## config.mk

```make
export PLATFORM = sky130hd
export DESIGN_NAME = booth_mul
export DESIGN_NICKNAME = d
export VERILOG_FILES = /design/src/rtl/booth_mul_pkg.sv /design/src/rtl/booth_recoder.sv /design/src/rtl/booth_addsub.sv /design/src/rtl/booth_ctrl.sv /design/src/rtl/booth_mul.sv
export SDC_FILE = /design/constraint.sdc
export NUM_CORES = 1
export LEC_CHECK = 0
export CAP_MARGIN = 20
export CORE_MARGIN = 2
export CORE_UTILIZATION = 53
export DETAILED_ROUTE_END_ITERATION = 7
export PLACE_DENSITY = 0.84
export SLEW_MARGIN = 20
export SYNTH_ARGS = -nofsm -noshare
export SYNTH_HDL_FRONTEND = slang
export SYNTH_HIERARCHICAL = 1
export SYNTH_SLANG_ARGS = --single-unit
```

## constraint.sdc

```tcl
create_clock -name clk_i -period 13.2 [get_ports clk_i]
set_clock_uncertainty 0.15 [all_clocks]
set_input_delay 3.96 -clock clk_i [delete_from_list [all_inputs] [get_ports clk_i]]
set_output_delay 3.96 -clock clk_i [all_outputs]
set_load 0.1 [all_outputs]
```

## src/rtl/booth_mul_pkg.sv

```systemverilog
package booth_mul_pkg;

  typedef enum logic [1:0] {
    BOOTH_NOP = 2'd0,
    BOOTH_ADD = 2'd1,
    BOOTH_SUB = 2'd2
  } booth_op_e;

  typedef enum logic {
    ST_IDLE = 1'b0,
    ST_RUN  = 1'b1
  } booth_state_e;

endpackage

```

## src/rtl/booth_recoder.sv

```systemverilog
module booth_recoder
  import booth_mul_pkg::*;
(
  input  logic      cur_i,
  input  logic      prev_i,
  output booth_op_e op_o
);

  // 10: run of ones begins -> subtract; 01: run ends -> add
  always_comb begin
    unique case ({cur_i, prev_i})
      2'b10:   op_o = BOOTH_SUB;
      2'b01:   op_o = BOOTH_ADD;
      default: op_o = BOOTH_NOP;
    endcase
  end

endmodule

```

## src/rtl/booth_addsub.sv

```systemverilog
module booth_addsub
  import booth_mul_pkg::*;
#(
  parameter int unsigned W = 9
) (
  input  logic [W-1:0] a_i,
  input  logic [W-1:0] b_i,
  input  booth_op_e    op_i,
  output logic [W-1:0] sum_o
);

  logic [W-1:0] b_eff;
  logic [W:0]   carry;

  always_comb begin
    unique case (op_i)
      BOOTH_ADD: b_eff = b_i;
      BOOTH_SUB: b_eff = ~b_i;
      default:   b_eff = '0;
    endcase
  end

  assign carry[0] = (op_i == BOOTH_SUB);

  for (genvar i = 0; i < W; i++) begin : g_fa
    assign sum_o[i]   = a_i[i] ^ b_eff[i] ^ carry[i];
    assign carry[i+1] = (a_i[i] & b_eff[i]) | (carry[i] & (a_i[i] ^ b_eff[i]));
  end

endmodule

```

## src/rtl/booth_ctrl.sv

```systemverilog
module booth_ctrl
  import booth_mul_pkg::*;
#(
  parameter int unsigned N = 8
) (
  input  logic clk_i,
  input  logic rst_ni,
  input  logic start_i,
  output logic load_o,
  output logic step_o,
  output logic busy_o,
  output logic done_o
);

  localparam int unsigned CNT_W = (N > 1) ? $clog2(N) : 1;
  localparam logic [CNT_W-1:0] LAST = CNT_W'(N - 1);

  booth_state_e     state_q;
  logic [CNT_W-1:0] cnt_q;
  logic             done_q;
  logic             last;

  assign last   = (cnt_q == LAST);
  assign load_o = start_i && (state_q == ST_IDLE);
  assign step_o = (state_q == ST_RUN);
  assign busy_o = (state_q == ST_RUN);
  assign done_o = done_q;

  always_ff @(posedge clk_i or negedge rst_ni) begin
    if (!rst_ni) begin
      state_q <= ST_IDLE;
      cnt_q   <= '0;
      done_q  <= 1'b0;
    end else begin
      done_q <= 1'b0;
      unique case (state_q)
        ST_IDLE: begin
          if (start_i) begin
            state_q <= ST_RUN;
            cnt_q   <= '0;
          end
        end
        ST_RUN: begin
          cnt_q <= cnt_q + 1'b1;
          if (last) begin
            state_q <= ST_IDLE;
            done_q  <= 1'b1;
          end
        end
        default: state_q <= ST_IDLE;
      endcase
    end
  end

endmodule

```

## src/rtl/booth_mul.sv

```systemverilog
module booth_mul
  import booth_mul_pkg::*;
#(
  parameter int unsigned N = 8
) (
  input  logic           clk_i,
  input  logic           rst_ni,
  input  logic           start_i,
  input  logic [N-1:0]   mcand_i,
  input  logic [N-1:0]   mplier_i,
  output logic           busy_o,
  output logic           done_o,
  output logic [2*N-1:0] product_o
);

  localparam int unsigned HW = N + 1;  // upper half plus guard bit

  logic          load, step;
  logic [HW-1:0] hi_q;
  logic [N-1:0]  lo_q;
  logic          hist_q;
  logic [N-1:0]  mcand_q;
  logic [HW-1:0] mcand_ext;
  logic [HW-1:0] sum;
  booth_op_e     op;

  booth_ctrl #(.N(N)) u_ctrl (
    .clk_i  (clk_i),
    .rst_ni (rst_ni),
    .start_i(start_i),
    .load_o (load),
    .step_o (step),
    .busy_o (busy_o),
    .done_o (done_o)
  );

  booth_recoder u_rec (
    .cur_i (lo_q[0]),
    .prev_i(hist_q),
    .op_o  (op)
  );

  assign mcand_ext = {mcand_q[N-1], mcand_q};

  booth_addsub #(.W(HW)) u_alu (
    .a_i  (hi_q),
    .b_i  (mcand_ext),
    .op_i (op),
    .sum_o(sum)
  );

  always_ff @(posedge clk_i or negedge rst_ni) begin
    if (!rst_ni) begin
      hi_q    <= '0;
      lo_q    <= '0;
      hist_q  <= 1'b0;
      mcand_q <= '0;
    end else if (load) begin
      hi_q    <= '0;
      lo_q    <= mplier_i;
      hist_q  <= 1'b0;
      mcand_q <= mcand_i;
    end else if (step) begin
      // arithmetic shift of {sum, lo, hist}; sign from updated upper half
      hi_q   <= {sum[HW-1], sum[HW-1:1]};
      lo_q   <= {sum[0], lo_q[N-1:1]};
      hist_q <= lo_q[0];
    end
  end

  assign product_o = {hi_q[N-1:0], lo_q};

endmodule

```

**Word level (Yosys, flattened, before mapping)**

Index checks and enable logic that the tools add are counted.

- Word-level logic and storage cells: 75
- Input port bits: 19
- Flip-flop bits (word level): 31

- Eq/ne operators: 6
- Reductions and logical operators: 2
- Bitwise gates (word level): 44
- Multiplexer cells: 15
- $add $sub $neg: 1

Operator list:

| operator | number |
|---|---|
| $mux 9 | 2 |
| $pmux 9 s2 | 1 |
| $xor 1x1->1 | 18 |
| $and 1x1->1 | 16 |
| $mux 8 | 2 |
| $not 9->9 | 1 |
| $or 1x1->1 | 8 |
| $mux 1 | 6 |
| $pmux 3 s2 | 1 |
| $eq 2x1->1 const B | 2 |
| $eq 2x2->1 const B | 2 |
| $pmux 2 s2 | 1 |
| $add 3x1->3 const B | 1 |
| $eq 3x3->1 const B | 1 |
| $mux 3 | 1 |
| $ne 2x2->1 const B | 1 |
| $pmux 1 s2 | 1 |
| $reduce_bool 2->1 | 1 |
| $logic_and 1x1->1 | 1 |
| $not 1->1 | 1 |

**Longest topological paths before layout**

Gate-level depths: netlist (run 1).

- Depth after elaboration: 24
- Gate-level depth with buffers: 18
- Gate-level depth less buffers: 17

**Modules after synthesis**

Netlist (run 1), hierarchy kept.

Modules (own cells, without submodules):

| module | area an instance (um^2) | seq. area each (um^2) | instances | cells each |
|---|---|---|---|---|
| booth_mul | 1072.3 | 625.6 | 1 | 81 |
| booth_addsub | 311.5 | 0.0 | 1 | 35 |
| booth_ctrl | 226.5 | 125.1 | 1 | 17 |
| booth_recoder | 15.0 | 0.0 | 1 | 2 |

**Least setup slack after synthesis (run 1)**

No wires, ideal clock.

- Path kind: register -> register
- Start point: register lo_q[0]
- End point: register hi_q[7]
- Path buffers: 1
- Required time: 12927 ps
- Stages on the path, launching flop included: 18
- Data arrival time: 5064 ps
- Setup slack: 7863 ps
- Setup time: 123 ps
- Clock period less this slack: 5337 ps
- Cells stage by stage: dfrtp_1 > and2b_2 > nor2b_1 > buf_2 > a21oi_1 > fa_1 > inv_1 > fa_1 > fa_1 > fa_1 > fa_1 > fa_1 > fa_1 > fa_1 > xnor2_1 > xnor2_1 > mux2i_1 > nor2_1

- Longest elaborated chain between the ends: 24
- Elaborated cells on any way between the ends: 42

Ends and longest elaborated chain:

| what | RTL line | text |
|---|---|---|
| start: declaration | booth_mul.sv:20 | `logic [N-1:0] lo_q;` |
| start signal: assignment | booth_mul.sv:60 | `lo_q <= mplier_i;` |
| start signal: assignment | booth_mul.sv:66 | `lo_q <= {sum[0], lo_q[N-1:1]};` |
| $eq 2x1->1 / $eq 2x2->1 (equally long branches) | booth_recoder.sv:11 | `unique case ({cur_i, prev_i})` |
| $pmux 2 s2 * | booth_recoder.sv:11 |  |
| via op[0] | booth_mul.sv:25 | `booth_op_e op;` |
| $eq 2x2->1 / $eq 2x1->1 (equally long branches) | booth_addsub.sv:16, booth_addsub.sv:23 |  |
| $pmux 9 s2 | booth_addsub.sv:16 | `unique case (op_i)` |
| $xor 1x1->1 | booth_addsub.sv:27 | `assign carry[i+1] = (a_i[i] & b_eff[i]) \| (carry[i] & (a_i[i] ^ b_eff[i]));` |
| $and 1x1->1 | booth_addsub.sv:27 |  |
| $or 1x1->1 | booth_addsub.sv:27 |  |
| (+10 left out) | n/a |  |
| $and 1x1->1 | booth_addsub.sv:27 |  |
| $or 1x1->1 | booth_addsub.sv:27 |  |
| $and 1x1->1 | booth_addsub.sv:27 |  |
| $or 1x1->1 | booth_addsub.sv:27 |  |
| $xor 1x1->1 * | booth_addsub.sv:26 | `assign sum_o[i] = a_i[i] ^ b_eff[i] ^ carry[i];` |
| via sum[8] | booth_mul.sv:24 | `logic [HW-1:0] sum;` |
| $mux 9 * | booth_mul.sv:63 | `end else if (step) begin` |
| $mux 9 * | booth_mul.sv:58 | `end else if (load) begin` |
| end signal: assignment | booth_mul.sv:65 | `hi_q <= {sum[HW-1], sum[HW-1:1]};` |
| end: declaration | booth_mul.sv:19 | `logic [HW-1:0] hi_q;` |

Mark *: on every way through the listed nets, which the timed path passes. The rest lies on a longest branch. The select of a mux whose other input is x is not followed.
A chain may end at the register's enable or synchronous reset.

**Final worst setup path (run 1)**

- Start point: register u_ctrl.state_q (netlist: u_ctrl/busy_o)
- End point: output busy_o

RTL lines:

| what | RTL line | text |
|---|---|---|
| start: declaration | booth_ctrl.sv:18 | `booth_state_e state_q;` |
| start signal: assignment | booth_ctrl.sv:31 | `state_q <= ST_IDLE;` |
| start signal: assignment | booth_ctrl.sv:39 | `state_q <= ST_RUN;` |
| start signal: assignment | booth_ctrl.sv:46 | `state_q <= ST_IDLE;` |
| end: declaration | booth_mul.sv:11 | `output logic busy_o,` |

No word-level cell between the ends.

==> results of run 1 <==
layout make-up:
cell class,instances,area [um^2]
Tap cell,33,41.3
Sequential cell,30,751
Fill cell,232,968
Timing Repair Buffer,39,383
Multi-Input combinational cell,92,772
Inverter,4,15.0
Clock buffer,5,37.5
Clock inverter,2,10.0
sequential cells by signal, indices dropped and copies added (netlist names):
signal         count
u_ctrl/done_o      1
mcand_q            8
u_ctrl/cnt_q       3
hi_q               8
lo_q               8
hist_q             1
u_ctrl/busy_o      1
Yosys cell counts, types with 2 or more instances:
cell / instances
mux2_4: 5
o21ai_0: 14
a22o_1: 2
dfrtp_1: 30
mux2_2: 3
xnor2_1: 2
mux2i_1: 18
nor2_1: 10
buf_2: 3
inv_1: 4
ha_1: 2
nand2_1: 15
buf_6: 4
fa_1: 8
nor2b_1: 2
per-layer routing:
layer	track usage	up-vias	wire, um
met3	0.0328	2	94
li1	-	528	-
met4	0.0974	0	32
met5	0	-	0
met1	0.233	540	1290
met2	0.305	21	1490
how the worst min path moves through the flow:
stage | from | endpoint | slack [ns]
2_1_floorplan | u_ctrl/cnt_q[0]$_DFFE_PN0P_ | u_ctrl/cnt_q[0]$_DFFE_PN0P_ | 0.31
3_3_place_gp | u_ctrl/cnt_q[0]$_DFFE_PN0P_ | u_ctrl/cnt_q[0]$_DFFE_PN0P_ | 0.33
3_5_place_dp | u_ctrl/cnt_q[0]$_DFFE_PN0P_ | u_ctrl/cnt_q[0]$_DFFE_PN0P_ | 0.33
4_1_cts | u_ctrl/cnt_q[0]$_DFFE_PN0P_ | u_ctrl/cnt_q[0]$_DFFE_PN0P_ | 0.35
5_1_grt | u_ctrl/cnt_q[0]$_DFFE_PN0P_ | u_ctrl/cnt_q[0]$_DFFE_PN0P_ | 0.38
6_report | u_ctrl/cnt_q[0]$_DFFE_PN0P_ | u_ctrl/cnt_q[0]$_DFFE_PN0P_ | 0.35
critical path, delay by kind of cell (launching register included):
kind,cells,cell delay (ns)
buffers and inverters,2,1.55
flip-flops,1,0.33
per-stage QoR:
step            util  area [um^2]  worst slack (ns)  cells
2_1_floorplan      -         1630              7.86    135
6_report       0.675         2010              6.89    205
3_3_place_gp   0.659         1960              7.23    198
4_1_cts        0.675         2010              6.85    205
3_5_place_dp   0.659         1960              7.23    198
5_1_grt        0.675         2010              6.80    205
cell families after synthesis:
kind of cell,count (synthesis)
simple gates,34
flops,30
mux,26
compound gates,20
buf+inv,13
fa+ha+maj,10
xor+xnor,2
==> flow_summary.toml, run 1 <==
[layout]
drive_gt1_frac = 0.145
mostFrequentLayoutCells = "36 x clkdlybuf4s50_1, 30 x dfrtp_1, 18 x mux2i_1"
antenna-diode-count = 0
mostFrequentLayoutCell = "clkdlybuf4s50_1"
syn_to_final_growth_pct = 23.6
nets = 201

[global_routing]
grt_pass1_wl_mm = 4.75
antenna_found_initial = 0
grt_pass1_vias = 1086
grt_overflow = 0
grt_max_degree = 35
track_usage = 0.185

[logic_synthesis]
synth-main-ff-cell = "dfrtp_1"
syn_nets = 164
syn_area_per_cell_um2 = 12.0
synth-edff-count = 0
netlist_instances = 135
muxShareOfSynthArea = 0.178
synth_top_family_by_area = "multiplexers"
synth_area_leaders = "dfrtp_1 46%, mux2i_1 11%, fa_1 9.9%"
async_reset_ff_frac = 1.00
synth_top_area_cell = "dfrtp_1"
yosysTopAreaCellShare = 0.462
synth_xor_area_frac = 0.0108
yosys_warnings = 6
synth-seq-area-share = 0.462
ys_ff_latch = 30
synthSimpleGateAreaFrac = 0.102
synth_compound_area_frac = 0.0708
ys_types = 28
syn-cell-area_mm2 = 0.00163
synthAdderAreaFrac = 0.114

[place]
portBuffers = 36
hpwlAfterDp_mm = 2.05
place_congestion = 0.743

[sta]
slew_viol_final = 0
setup_tns_ns = 0
tightest_slew_ns = 0.979
fmax_mhz = 158
hold_viol = 0
fin_hold_ws_ns = 0.346
setup_violations = 0
rsz0062_at_grt = "no"
max-slew-margin-rel = 0.345
min_period_ns = 6.31
fin_crit_sh = 0.478

[route]
drt_iter0_markers = 51
wirelength_mm = 2.91
ant_nets = 0
drc = 0
vias_per_cell = 5.32
num_vias = 1091
first_pass_iters = 4
wl_per_cell_um = 14.2

[clock_tree]
insertion_delay_ns = 0.32
postCtsResizedCells = 0
cts_num_sinks = 30
postCtsSetupBuffers = 0
htreeDepth = 2
clkTransAtPathRegs_ns = 0.09
cts-root-buf = "clkbuf_4"
numCtsBuffers = 5
cts-hold-fix-buffers = 0
cts_tree = "yes"
clk_path_buf_depth = 2

[critical_path]
endpoint = "busy_o"
r2r-start = "lo_q[0]$_DFFE_PN0P_"
rrSetupSlack_ns = 8.29
path_max_fanout = 25
required_ns = 9.09
cpMaxStageDelayCell = "clkdlybuf4s50_1"
arrival_ns = 2.20
reg2reg_to = "hi_q[7]$_DFFE_PN0P_"
crit_path_end_kind = "primary output"
max_stage_delay_ns = 1.21
path_class = "flip-flop to primary output"
start_kind = "flip-flop"
worstPathCellList = "buf_4 -> clkdlybuf4s50_1"
crit_start = "u_ctrl/busy_o$_DFF_PN0_"
r2r_cells = 16

[run_status]
status = "complete, no violations"

[hold_path]
hold_path_class = "flip-flop to flip-flop"
hold_path_depth = 1

[die]
pin_count = 37
core_mm2 = 0.00298
initial_core_util = 0.546
rows = 20
die-area_mm2 = 0.00353
dieHeight_um = 59.4
die_x_um = 59.4

[job]
max-cap-violations = 0
Power of run 1 is left out: the tool's default activity adds up to more than one toggle a clock period on the data nets, which glitch-free logic cannot reach.
==> run 2, diff against run 1 <==
- CORE_UTILIZATION: 53 -> 49
- PLACE_DENSITY: 0.84 -> 0.78
- clock period: 13.2 -> 5.85 ns (I/O delays scaled with it)
==> run 2 against run 1 <==
- routed wire length is 6.4% higher
- via count grew 1.5%
- setup slack got worse by 6.1 ns
- critical endpoint is now hi_q[7]$_DFFE_PN0P_
- highest routed layer unchanged
==> flow_summary.toml, run 2 (same netlist as run 1, synthesis figures left out) <==
[run_status]
status = "complete, no violations"

[critical_path]
worstPathCellList = "nor2b_1 -> nor2b_1 -> a21oi_1 -> fa_1 -> inv_1 -> fa_1 -> fa_1 -> fa_1 -> fa_1 -> fa_1 -> fa_1 -> fa_1 -> xnor2_1 -> xnor2_1 -> mux2i_1 -> nor2_1"
crit_path_end_kind = "flip-flop"
r2r_cells = 16
path_max_fanout = 8
cpMaxStageDelayCell = "fa_1"
start_kind = "flip-flop"
r2r-start = "lo_q[0]$_DFFE_PN0P_"
path_class = "flip-flop to flip-flop"
crit_start = "lo_q[0]$_DFFE_PN0P_"
path_common_cell = "fa_1"
endpoint = "hi_q[7]$_DFFE_PN0P_"
reg2reg_to = "hi_q[7]$_DFFE_PN0P_"
arrival_ns = 5.06
required_ns = 5.88
rrSetupSlack_ns = 0.82
max_stage_delay_ns = 0.44

[clock_tree]
clkTransAtPathRegs_ns = 0.09
insertion_delay_ns = 0.32
postCtsResizedCells = 0
cts_num_sinks = 30
clk_path_buf_depth = 2
htreeDepth = 2
cts_tree = "yes"
postCtsSetupBuffers = 0
cts-hold-fix-buffers = 0
numCtsBuffers = 5
cts-root-buf = "clkbuf_4"

[layout]
post-route-util = 0.654
drive_gt1_frac = 0.139
nets = 202
antenna-diode-count = 0
fillerInstances = 280
mostFrequentLayoutCells = "36 x clkdlybuf4s50_1, 30 x dfrtp_1, 18 x mux2i_1"
top_regs = "hi_q (8), lo_q (8), mcand_q (8)"
mostFrequentLayoutCell = "clkdlybuf4s50_1"
syn_to_final_growth_pct = 24.8

[sta]
setup_tns_ns = 0
setup_violations = 0
tightest_slew_ns = 0.977
rsz0062_at_grt = "no"
slew_viol_final = 0
hold_viol = 0
max-slew-margin-rel = 0.346
fin_hold_ws_ns = 0.353
worst_slack_ns = 0.822
fmax_mhz = 199
min_period_ns = 5.03
fin_crit_sh = 0.859

[route]
wl_per_cell_um = 14.2
vias_per_cell = 5.10
wirelength_mm = 3.09
first_pass_iters = 4
drt_iter0_markers = 51
drc = 0
ant_nets = 0
num_vias = 1107

[die]
die-area_mm2 = 0.00379
dieHeight_um = 61.6
core_mm2 = 0.00310
die_x_um = 61.6
pin_count = 37
rows = 20
initial_core_util = 0.524

[place]
place_congestion = 0.751
place_ws_ns = 0.845
hpwlAfterDp_mm = 2.35
portBuffers = 36

[global_routing]
grt_pass1_vias = 1152
grt_overflow = 0
grt_pass1_wl_mm = 5.17
antenna_found_initial = 0
track_usage = 0.196
grt_max_degree = 31

[hold_path]
hold_path_class = "flip-flop to flip-flop"

[job]
max-cap-violations = 0
## run 2: layout make-up
cell class / count / area (um^2) / share of cell area
clock buffer: 7 / 45.0 / 0.0222
inverter: 4 / 15.0 / 0.00740
multi-input combinational: 92 / 772 / 0.381
sequential: 30 / 751 / 0.370
tap: 44 / 55.1 / 0.0271
timing repair buffer: 40 / 390 / 0.192
## run 2: metal layers
metal	global-route usage	vias to the layer above	share of wire
met5	0	-	0
met4	0.0912	0	0.023
met3	0.0714	8	0.053
met2	0.319	32	0.51
met1	0.232	542	0.41
li1	-	525	-
## run 2: worst max-delay path: cells and delay by family (launching register included)
kind            cells  cell delay, ns
compound gates      1            0.23
xor+xnor            2            0.32
fa+ha+maj           8            3.05
buf+inv             1            0.05
flops               1            0.39
mux                 1            0.13
simple gates        3            0.56
## run 2: worst min path at each step
stage | from | cells past startpoint | to
detailed placement | u_ctrl/cnt_q[2]$_DFFE_PN0P_ | 1 | u_ctrl/cnt_q[2]$_DFFE_PN0P_
global placement | u_ctrl/cnt_q[0]$_DFFE_PN0P_ | 1 | u_ctrl/cnt_q[0]$_DFFE_PN0P_
finish | u_ctrl/cnt_q[0]$_DFFE_PN0P_ | 1 | u_ctrl/cnt_q[0]$_DFFE_PN0P_
global route | u_ctrl/cnt_q[1]$_DFFE_PN0P_ | 1 | u_ctrl/cnt_q[1]$_DFFE_PN0P_
CTS | u_ctrl/cnt_q[0]$_DFFE_PN0P_ | 1 | u_ctrl/cnt_q[0]$_DFFE_PN0P_
floorplan | u_ctrl/cnt_q[0]$_DFFE_PN0P_ | 1 | u_ctrl/cnt_q[0]$_DFFE_PN0P_
## run 2: per-stage QoR
step	instance area, um^2	std cells
6_report	2030	217
3_5_place_dp	1980	210
2_1_floorplan	1630	135
4_1_cts	2030	217
3_3_place_gp	1980	210
5_1_grt	2030	217
Power of run 2 is left out for the same reason.
==> run 3, diff against run 2 <==
- ABC_CLOCK_PERIOD_IN_PS: unset -> 5850
==> results of run 3 <==
The final DEF is identical to that of run 2; final timing and power are the same.
Power of run 3 is left out for the same reason.
